### src/rtl/pic64_pkg.sv
package pic64_pkg;
  localparam int unsigned WORD_W = 32;

  // register byte offsets
  localparam int unsigned ADR_DETECT   = 'h004;
  localparam int unsigned ADR_MASKLVL  = 'h084;
  localparam int unsigned ADR_EDGECLR  = 'h0C0;
  localparam int unsigned ADR_STATUS   = 'h144;
  localparam int unsigned ADR_CFG_BASE = 'h200;
  localparam int unsigned ADR_OUTEN    = 'h444;

  // field positions
  localparam int unsigned EN_LSB     = 28;
  localparam int unsigned SENSE_LSB  = 24;
  localparam int unsigned CLR_ARM    = 8;
  localparam int unsigned STAT_LSB   = 24;

  typedef enum logic [1:0] {
    SENSE_LOW  = 2'd0,
    SENSE_HIGH = 2'd1,
    SENSE_FALL = 2'd2,
    SENSE_RISE = 2'd3
  } sense_e;

  function automatic bit edge_capable(int unsigned idx, int unsigned lo, int unsigned hi);
    return (idx >= lo) && (idx <= hi);
  endfunction

  function automatic logic level_match(logic lvl, logic pol);
    return lvl == pol;
  endfunction

  function automatic logic edge_match(logic cur, logic prev, logic rising);
    return rising ? (cur & ~prev) : (~cur & prev);
  endfunction
endpackage

### src/rtl/pic_src_detect.sv
module pic_src_detect
  import pic64_pkg::*;
#(
  parameter bit EDGE_OK = 1'b0
) (
  input  logic       clk,
  input  logic       rst_n,
  input  logic       raw_i,
  input  logic [1:0] sense_i,
  input  logic       den_i,
  input  logic       clr_i,
  output logic       pend_o
);
  logic s1_q, s2_q;
  logic lvl_hit;

  always_ff @(posedge clk or negedge rst_n) begin
    if (!rst_n) begin
      s1_q <= 1'b0;
      s2_q <= 1'b0;
    end else begin
      s1_q <= raw_i;
      s2_q <= s1_q;
    end
  end

  assign lvl_hit = level_match(s2_q, sense_i[0]);

  generate
    if (EDGE_OK) begin : g_edge
      logic prev_q, latch_q, edge_mode, edge_evt;

      assign edge_mode = sense_i[1];
      assign edge_evt  = den_i & edge_mode & edge_match(s2_q, prev_q, sense_i[0]);

      always_ff @(posedge clk or negedge rst_n) begin
        if (!rst_n) begin
          prev_q  <= 1'b0;
          latch_q <= 1'b0;
        end else begin
          prev_q <= s2_q;
          if (edge_evt)   latch_q <= 1'b1;
          else if (clr_i) latch_q <= 1'b0;
        end
      end

      assign pend_o = den_i & (edge_mode ? latch_q : lvl_hit);

      // a latched edge survives until a clear arrives
      a_r5_latch_hold: assert property (@(posedge clk) disable iff (!rst_n)
        (latch_q && !clr_i) |=> latch_q);
      // a clear with no new event empties the latch
      a_r6_clear_drop: assert property (@(posedge clk) disable iff (!rst_n)
        (clr_i && !edge_evt) |=> !latch_q);
    end else begin : g_lvl
      logic unused_lvl;
      assign unused_lvl = clr_i ^ sense_i[1];
      assign pend_o     = den_i & lvl_hit;
    end
  endgenerate
endmodule

### src/rtl/pic_prio_pick.sv
module pic_prio_pick #(
  parameter int unsigned NSRC   = 64,
  parameter int unsigned PRIO_W = 8,
  parameter int unsigned SRC_W  = 6
) (
  input  logic                        clk,
  input  logic                        rst_n,
  input  logic [NSRC-1:0]             req_i,
  input  logic [NSRC-1:0][PRIO_W-1:0] prio_i,
  output logic                        found_o,
  output logic [SRC_W-1:0]            idx_o
);
  logic [PRIO_W-1:0] best;
  logic              unused_top;

  assign unused_top = req_i[NSRC-1];

  // ascending scan with strict compare: lower index keeps a tie
  always_comb begin
    found_o = 1'b0;
    idx_o   = '0;
    best    = '0;
    for (int i = 0; i < NSRC - 1; i++) begin
      if (req_i[i] && (!found_o || prio_i[i] > best)) begin
        found_o = 1'b1;
        best    = prio_i[i];
        idx_o   = SRC_W'(i);
      end
    end
  end

  // winner is a live request and never the reserved top index
  a_r7_pick_valid: assert property (@(posedge clk) disable iff (!rst_n)
    found_o |-> (req_i[idx_o] && idx_o != SRC_W'(NSRC - 1)));
endmodule

### src/rtl/pic64_ctrl.sv
module pic64_ctrl
  import pic64_pkg::*;
#(
  parameter int unsigned NSRC    = 64,
  parameter int unsigned PRIO_W  = 8,
  parameter int unsigned ADDR_W  = 12,
  parameter int unsigned EDGE_LO = 47,
  parameter int unsigned EDGE_HI = 50,
  parameter int unsigned CLR_W   = 4
) (
  input  logic              clk,
  input  logic              rst_n,
  input  logic [NSRC-1:0]   irq_in,
  input  logic              reg_we,
  input  logic [ADDR_W-1:0] reg_addr,
  input  logic [WORD_W-1:0] reg_wdata,
  output logic [WORD_W-1:0] reg_rdata,
  output logic              irq_out
);
  localparam int unsigned SRC_W   = $clog2(NSRC);
  localparam int unsigned STAT_W  = 8;
  localparam int unsigned CFG_END = ADR_CFG_BASE + NSRC * 8;
  localparam logic [STAT_W-1:0] NONE = STAT_W'(NSRC - 1);

  logic                        den_q, oe_q;
  logic [WORD_W-1:0]           mask_q;
  logic [NSRC-1:0][1:0]        en_q, sense_q;
  logic [NSRC-1:0][PRIO_W-1:0] prio_q;
  logic [STAT_W-1:0]           cur_q;

  logic [ADDR_W-1:0] cfg_off;
  logic              cfg_hit, cfg_hi;
  logic [SRC_W-1:0]  cfg_idx;
  logic              unused_off;
  logic              clr_hit;
  logic [CLR_W-1:0]  clr_nib;
  logic [NSRC-1:0]   pend, req;
  logic              found;
  logic [SRC_W-1:0]  win_idx;

  // address decode
  assign cfg_off    = reg_addr - ADDR_W'(ADR_CFG_BASE);
  assign cfg_hit    = (int'(reg_addr) >= ADR_CFG_BASE) && (int'(reg_addr) < CFG_END);
  assign cfg_idx    = cfg_off[SRC_W+2:3];
  assign cfg_hi     = cfg_off[2];
  assign unused_off = ^{cfg_off[1:0], cfg_off[ADDR_W-1:SRC_W+3]};

  assign clr_hit = reg_we && (reg_addr == ADDR_W'(ADR_EDGECLR)) && reg_wdata[CLR_ARM];
  assign clr_nib = reg_wdata[CLR_W-1:0];

  always_ff @(posedge clk or negedge rst_n) begin
    if (!rst_n) begin
      den_q   <= 1'b0;
      oe_q    <= 1'b0;
      mask_q  <= '0;
      en_q    <= '0;
      sense_q <= '0;
      prio_q  <= '0;
    end else if (reg_we) begin
      if (reg_addr == ADDR_W'(ADR_DETECT))  den_q  <= reg_wdata[0];
      if (reg_addr == ADDR_W'(ADR_OUTEN))   oe_q   <= reg_wdata[0];
      if (reg_addr == ADDR_W'(ADR_MASKLVL)) mask_q <= reg_wdata;
      if (cfg_hit && !cfg_hi) begin
        en_q[cfg_idx]    <= reg_wdata[EN_LSB +: 2];
        sense_q[cfg_idx] <= reg_wdata[SENSE_LSB +: 2];
      end
      if (cfg_hit && cfg_hi) prio_q[cfg_idx] <= reg_wdata[PRIO_W-1:0];
    end
  end

  // per-source detection
  generate
    for (genvar g = 0; g < NSRC; g++) begin : g_src
      localparam bit           EDGE_OK = edge_capable(g, EDGE_LO, EDGE_HI);
      localparam logic [CLR_W-1:0] NIB = CLR_W'(g);
      pic_src_detect #(.EDGE_OK(EDGE_OK)) u_det (
        .clk     (clk),
        .rst_n   (rst_n),
        .raw_i   (irq_in[g]),
        .sense_i (sense_q[g]),
        .den_i   (den_q),
        .clr_i   (clr_hit && (clr_nib == NIB)),
        .pend_o  (pend[g])
      );
      assign req[g] = pend[g] & (en_q[g] == 2'b11);
    end
  endgenerate

  pic_prio_pick #(.NSRC(NSRC), .PRIO_W(PRIO_W), .SRC_W(SRC_W)) u_pick (
    .clk     (clk),
    .rst_n   (rst_n),
    .req_i   (req),
    .prio_i  (prio_q),
    .found_o (found),
    .idx_o   (win_idx)
  );

  always_ff @(posedge clk or negedge rst_n) begin
    if (!rst_n) cur_q <= NONE;
    else        cur_q <= found ? STAT_W'(win_idx) : NONE;
  end

  assign irq_out = oe_q && (cur_q != NONE);

  always_comb begin
    reg_rdata = '0;
    if (reg_addr == ADDR_W'(ADR_DETECT))       reg_rdata[0] = den_q;
    else if (reg_addr == ADDR_W'(ADR_OUTEN))   reg_rdata[0] = oe_q;
    else if (reg_addr == ADDR_W'(ADR_MASKLVL)) reg_rdata = mask_q;
    else if (reg_addr == ADDR_W'(ADR_STATUS))  reg_rdata[STAT_LSB +: STAT_W] = cur_q;
    else if (cfg_hit && !cfg_hi) begin
      reg_rdata[EN_LSB +: 2]    = en_q[cfg_idx];
      reg_rdata[SENSE_LSB +: 2] = sense_q[cfg_idx];
    end else if (cfg_hit) reg_rdata[PRIO_W-1:0] = prio_q[cfg_idx];
  end

  // with detection off, the next status is the idle code
  a_r9_den_gate: assert property (@(posedge clk) disable iff (!rst_n)
    !den_q |=> (cur_q == NONE));
  // status byte never holds a number outside the source range
  a_r8_status_range: assert property (@(posedge clk) disable iff (!rst_n)
    int'(cur_q) < NSRC);
endmodule

### config.mk
export PLATFORM = sky130hd
export DESIGN_NAME = pic64_ctrl
export DESIGN_NICKNAME = d
export VERILOG_FILES = /design/src/rtl/pic64_pkg.sv /design/src/rtl/pic_src_detect.sv /design/src/rtl/pic_prio_pick.sv /design/src/rtl/pic64_ctrl.sv
export SDC_FILE = /design/constraint.sdc
export NUM_CORES = 2
export LEC_CHECK = 0
export ABC_AREA = 1
export BUFFER_PORTS_ARGS = -buffer_cell sky130_fd_sc_hd__buf_2
export CAP_MARGIN = 10
export CELL_PAD_IN_SITES_DETAIL_PLACEMENT = 1
export CELL_PAD_IN_SITES_GLOBAL_PLACEMENT = 2
export CORE_AREA = 4 4 467 515
export CTS_CLUSTER_SIZE = 20
export DETAILED_ROUTE_END_ITERATION = 7
export DIE_AREA = 0 0 471 519
export PLACE_DENSITY = 0.55
export SLEW_MARGIN = 10
export SYNTH_ARGS = -nofsm -noshare
export SYNTH_HDL_FRONTEND = slang
export SYNTH_SLANG_ARGS = --single-unit
### constraint.sdc
create_clock -name clk -period 108.1 [get_ports clk]
set_input_delay 21.62 -clock clk [delete_from_list [all_inputs] [get_ports clk]]
set_output_delay 21.62 -clock clk [all_outputs]
set_load 0.01 [all_outputs]
==> load_flow_metrics.sql <==
INSERT INTO impl_metrics (metric_group, metric, value, unit) VALUES
('run_status', 'run_status', 'finished, final reports clean', ''),
('synthesis', 'yosys_register_bits', '942', ''),
('synthesis', 'post_synth_main_area_contributors', 'sky130_fd_sc_hd__dfrtp_1 (40%), sky130_fd_sc_hd__nand2_1 (15%), sky130_fd_sc_hd__o21ai_0 (11%), sky130_fd_sc_hd__ha_1 (9.4%), sky130_fd_sc_hd__inv_1 (3.3%)', ''),
('setup_path', 'critPathMaxStageDelay', '560', 'ps'),
('clock_tree', 'ctsLongestPathBuffers', '3', ''),
('grt', 'overflow', '0', ''),
('synthesis', 'synth_area_leader_cell', 'sky130_fd_sc_hd__dfrtp_1', ''),
('setup_path', 'startpoint', 'den_q', ''),
('die', 'die_x', '471', 'um'),
('placement', 'port_buffers', '142', ''),
('die', 'fp-row-count', '187', ''),
('die', 'die-area', '0.244', 'mm^2'),
('synthesis', 'synth_enable_flop_cells', '0', ''),
('clock_tree', 'cts-buffers-inserted', '120', ''),
('setup_path', 'critical-path-top-delay-family', 'simple AND/OR/NAND/NOR gates', ''),
('finish', 'areaGrowthSynthToFinish', '14.1', '%'),
('sta', 'finalCriticalPeriod', '97090', 'ps'),
('worst_hold_path', 'worst_hold_path_cell_count', '0', ''),
('route', 'ant_nets', '0', ''),
('synthesis', 'async_flop_share', '100', '%'),
('route', 'drt_first_iter_violations', '3108', ''),
('grt', 'grt_start_max_net_pins', '135', ''),
('worst_hold_path', 'worstHoldEndpoint', 'g_src[14].u_det.s2_q', ''),
('sta', 'clock-skew-final', '59.7', 'ps'),
('clock_tree', 'cts_setup_buffers', '0', ''),
('finish', 'final_util', '28.3', '%'),
('synthesis', 'syn-mean-instance-area', '7.71', 'um^2'),
('finish', 'regArea', '0.0236', 'mm^2'),
('worst_hold_path', 'hold_path_class', 'reg2reg', ''),
('sta', 'final_min_period_over_clock_period', '89.8', '%'),
('setup_path', 'crit_arrival', '97780', 'ps'),
('pwr', 'pwr_density_cell', '13.4', 'mW/mm^2'),
('die', 'core_region_area', '0.235', 'mm^2'),
('grt', 'grt_pass1_vias', '56000', ''),
('clock_tree', 'cts.clk_slew.worst_paths', '60', 'ps'),
('setup_path', 'reg2regPathDepth', '617', ''),
('placement', 'dp_hpwl', '195000', 'um'),
('sta', 'fmaxAchievable', '0.0103', 'GHz'),
('pwr', 'static-leakage-power', '32.6', 'nW'),
('pwr', 'irDropWorstVdd', '14.0', 'uV'),
('grt', 'grt_first_pass_wirelength', '386000', 'um'),
('die', 'chipHeight', '519', 'um'),
('finish', 'number_of_nets_in_the_layout', '8135', ''),
('setup_path', 'path_class', 'reg2reg', ''),
('grt', 'grt_antenna_before_repair', '16', ''),
('setup_path', 'r2r_slack', '11010', 'ps'),
('synthesis', 'most_used_flip_flop_cell_after_synthesis', 'sky130_fd_sc_hd__dfrtp_1', ''),
('setup_path', 'crit_fanout', '20', ''),
('clock_tree', 'cts_root_buffer', 'sky130_fd_sc_hd__clkbuf_16', ''),
('clock_tree', 'cts.hold.buffers_added', '0', ''),
('die', 'ioPinCount', '144', ''),
('placement', 'place.gp.congestion', '0.827', ''),
('setup_path', 'crit_slowest_cell', 'sky130_fd_sc_hd__dfrtp_4', ''),
('run', 'maxCapViolCount', '0', ''),
('clock_tree', 'tritoncts', 'yes', ''),
('sta', 'slew_headroom', '7.35', '%'),
('sta', 'slew_violations', '0', ''),
('route', 'drt-total-wl', '262000', 'um'),
('sta', 'max_slew.worst_pin.slew', '1370', 'ps'),
('setup_path', 'crit_path_end_kind', 'register', ''),
('sta', 'timing_hold_violations_final', '0', ''),
('synthesis', 'netlist_instances', '7582', ''),
('clock_tree', 'htree_levels', '3', ''),
('synthesis', 'synthDominantCellAreaShare', '40.1', '%'),
('setup_path', 'critical_path_buf_inv_count', '13', ''),
('finish', 'fill_cells', '28300', ''),
('synthesis', 'fraction_of_the_yosys_area_taken_by_sequential_cells', '40.3', '%'),
('route', 'detail_route.first_pass.iterations', '5', ''),
('route', 'drcViolationCount', '0', ''),
('clock_tree', 'cts_sinks', '942', ''),
('die', 'initial_utilization', '24.8', '%');
==> Yosys cell counts (23+ instances only) <==
master / instances
sky130_fd_sc_hd__nand2_4: 34
sky130_fd_sc_hd__xnor2_1: 28
sky130_fd_sc_hd__buf_6: 34
sky130_fd_sc_hd__dfrtp_1: 936
sky130_fd_sc_hd__a211oi_1: 55
sky130_fd_sc_hd__a21oi_1: 114
sky130_fd_sc_hd__o21bai_1: 56
sky130_fd_sc_hd__inv_1: 515
sky130_fd_sc_hd__buf_4: 23
sky130_fd_sc_hd__a221oi_1: 53
sky130_fd_sc_hd__xor2_1: 31
sky130_fd_sc_hd__nand2_2: 84
sky130_fd_sc_hd__o41ai_1: 43
sky130_fd_sc_hd__nand4_1: 226
sky130_fd_sc_hd__o22ai_1: 167
sky130_fd_sc_hd__nand2_1: 2313
sky130_fd_sc_hd__nand3_1: 341
sky130_fd_sc_hd__a22o_1: 35
sky130_fd_sc_hd__o21ai_0: 1235
sky130_fd_sc_hd__ha_1: 441
sky130_fd_sc_hd__inv_2: 27
sky130_fd_sc_hd__a22oi_1: 54
sky130_fd_sc_hd__nor2_1: 298
sky130_fd_sc_hd__clkbuf_1: 256
==> where the power goes <==
part	internal (mW)	switching [mW]
Sequential	0.360	0.00743
Combinational	0.0178	0.0502
Clock	0.279	0.182
Total	0.656	0.240
==> cells by family after synthesis <==
kind of cell             after synthesis  synth area share, %
adder cells (fa/ha/maj)              441                 9.44
AND/OR/NAND/NOR                     3372                 24.5
AO/OA/AOI/OAI                       1864                 18.2
flip-flops                           942                 40.3
multiplexers                          19                0.366
buffers and inverters                885                 6.34
XOR/XNOR                              59                0.884
==> flip-flops by register name, summed over array words and instances (netlist names), 6 cells and up <==
signal / count
en_q: 128
g_src.u_det.s2_q: 63
sense_q: 128
g_src.u_det.s1_q: 63
mask_q: 32
prio_q: 512
cur_q: 6
==> layout by cell type (no fill, tap or decap), types with 30 or more instances in the layout <==
master and instances:
sky130_fd_sc_hd__nand2_1 2311, sky130_fd_sc_hd__inv_1 501, sky130_fd_sc_hd__xor2_1 31, sky130_fd_sc_hd__dfrtp_1 935
sky130_fd_sc_hd__nand4_1 226, sky130_fd_sc_hd__nor2_1 292, sky130_fd_sc_hd__a211oi_1 55, sky130_fd_sc_hd__nand3_1 341
sky130_fd_sc_hd__nand2_2 86, sky130_fd_sc_hd__a22oi_1 54, sky130_fd_sc_hd__nand2_4 34, sky130_fd_sc_hd__ha_1 441
sky130_fd_sc_hd__a22o_1 35, sky130_fd_sc_hd__o21bai_1 56, sky130_fd_sc_hd__a221oi_1 53, sky130_fd_sc_hd__inv_2 30
sky130_fd_sc_hd__o22ai_1 167, sky130_fd_sc_hd__o21ai_0 1235, sky130_fd_sc_hd__clkbuf_16 121, sky130_fd_sc_hd__buf_2 141
sky130_fd_sc_hd__a21oi_1 114, sky130_fd_sc_hd__buf_4 71
==> metal layers <==
| metal | track usage [%] | up-vias | share of wire [%] | wire, um |
|---|---|---|---|---|
| li1 | - | 25900 | - | - |
| met1 | 26.7 | 26600 | 44 | 116000 |
| met2 | 37.7 | 697 | 50 | 131000 |
| met3 | 1.85 | 230 | 2.7 | 7080 |
| met4 | 6.64 | 0 | 3.3 | 8560 |
| met5 | 0 | - | 0 | 0 |
==> what timing repair did <==
action                                  in CTS  in global routing
resized for setup                            0                  2
endpoints found under the setup margin       0                  6
hold endpoints to repair                     0                  0
==> through the flow <==
step / hold slack, ps / std cells / total power, mW / setup WS [ps] / instance area [um^2]
2_1_floorplan: 331 / 7582 / 0.403 / 33160 / 58400
3_5_place_dp: 336 / 10600 / 0.443 / 8730 / 62200
5_1_grt: 351 / 10800 / 0.934 / 87.6 / 66700
3_3_place_gp: 332 / 10600 / 0.442 / 9500 / 62200
6_report: 339 / 10800 / 0.896 / 11010 / 66700
4_1_cts: 343 / 10800 / 0.913 / 8230 / 66700
==> area by class of cell <==
type / instances / area share [%]
Antenna cell: 8 / 0.0300
Clock buffer: 163 / 5.18
Clock inverter: 58 / 1.53
Inverter: 549 / 3.12
Multi-Input combinational cell: 5755 / 47.0
Sequential cell: 942 / 35.4
Tap cell: 3118 / 5.85
Timing Repair Buffer: 215 / 1.94
==> how the worst max path moves through the flow <==
stage                     depth (start not counted)  slack (ps)  endpoint
after detailed placement                        619        8730  cur_q[2]
after global placement                          619        9500  cur_q[2]
after CTS                                       619        8230  cur_q[2]
after floorplan                                 707       33160  cur_q[2]
final                                           617       11010  cur_q[2]
after global routing                            621          90  cur_q[2]
Note: power is estimated with default switching activity, not from simulation.
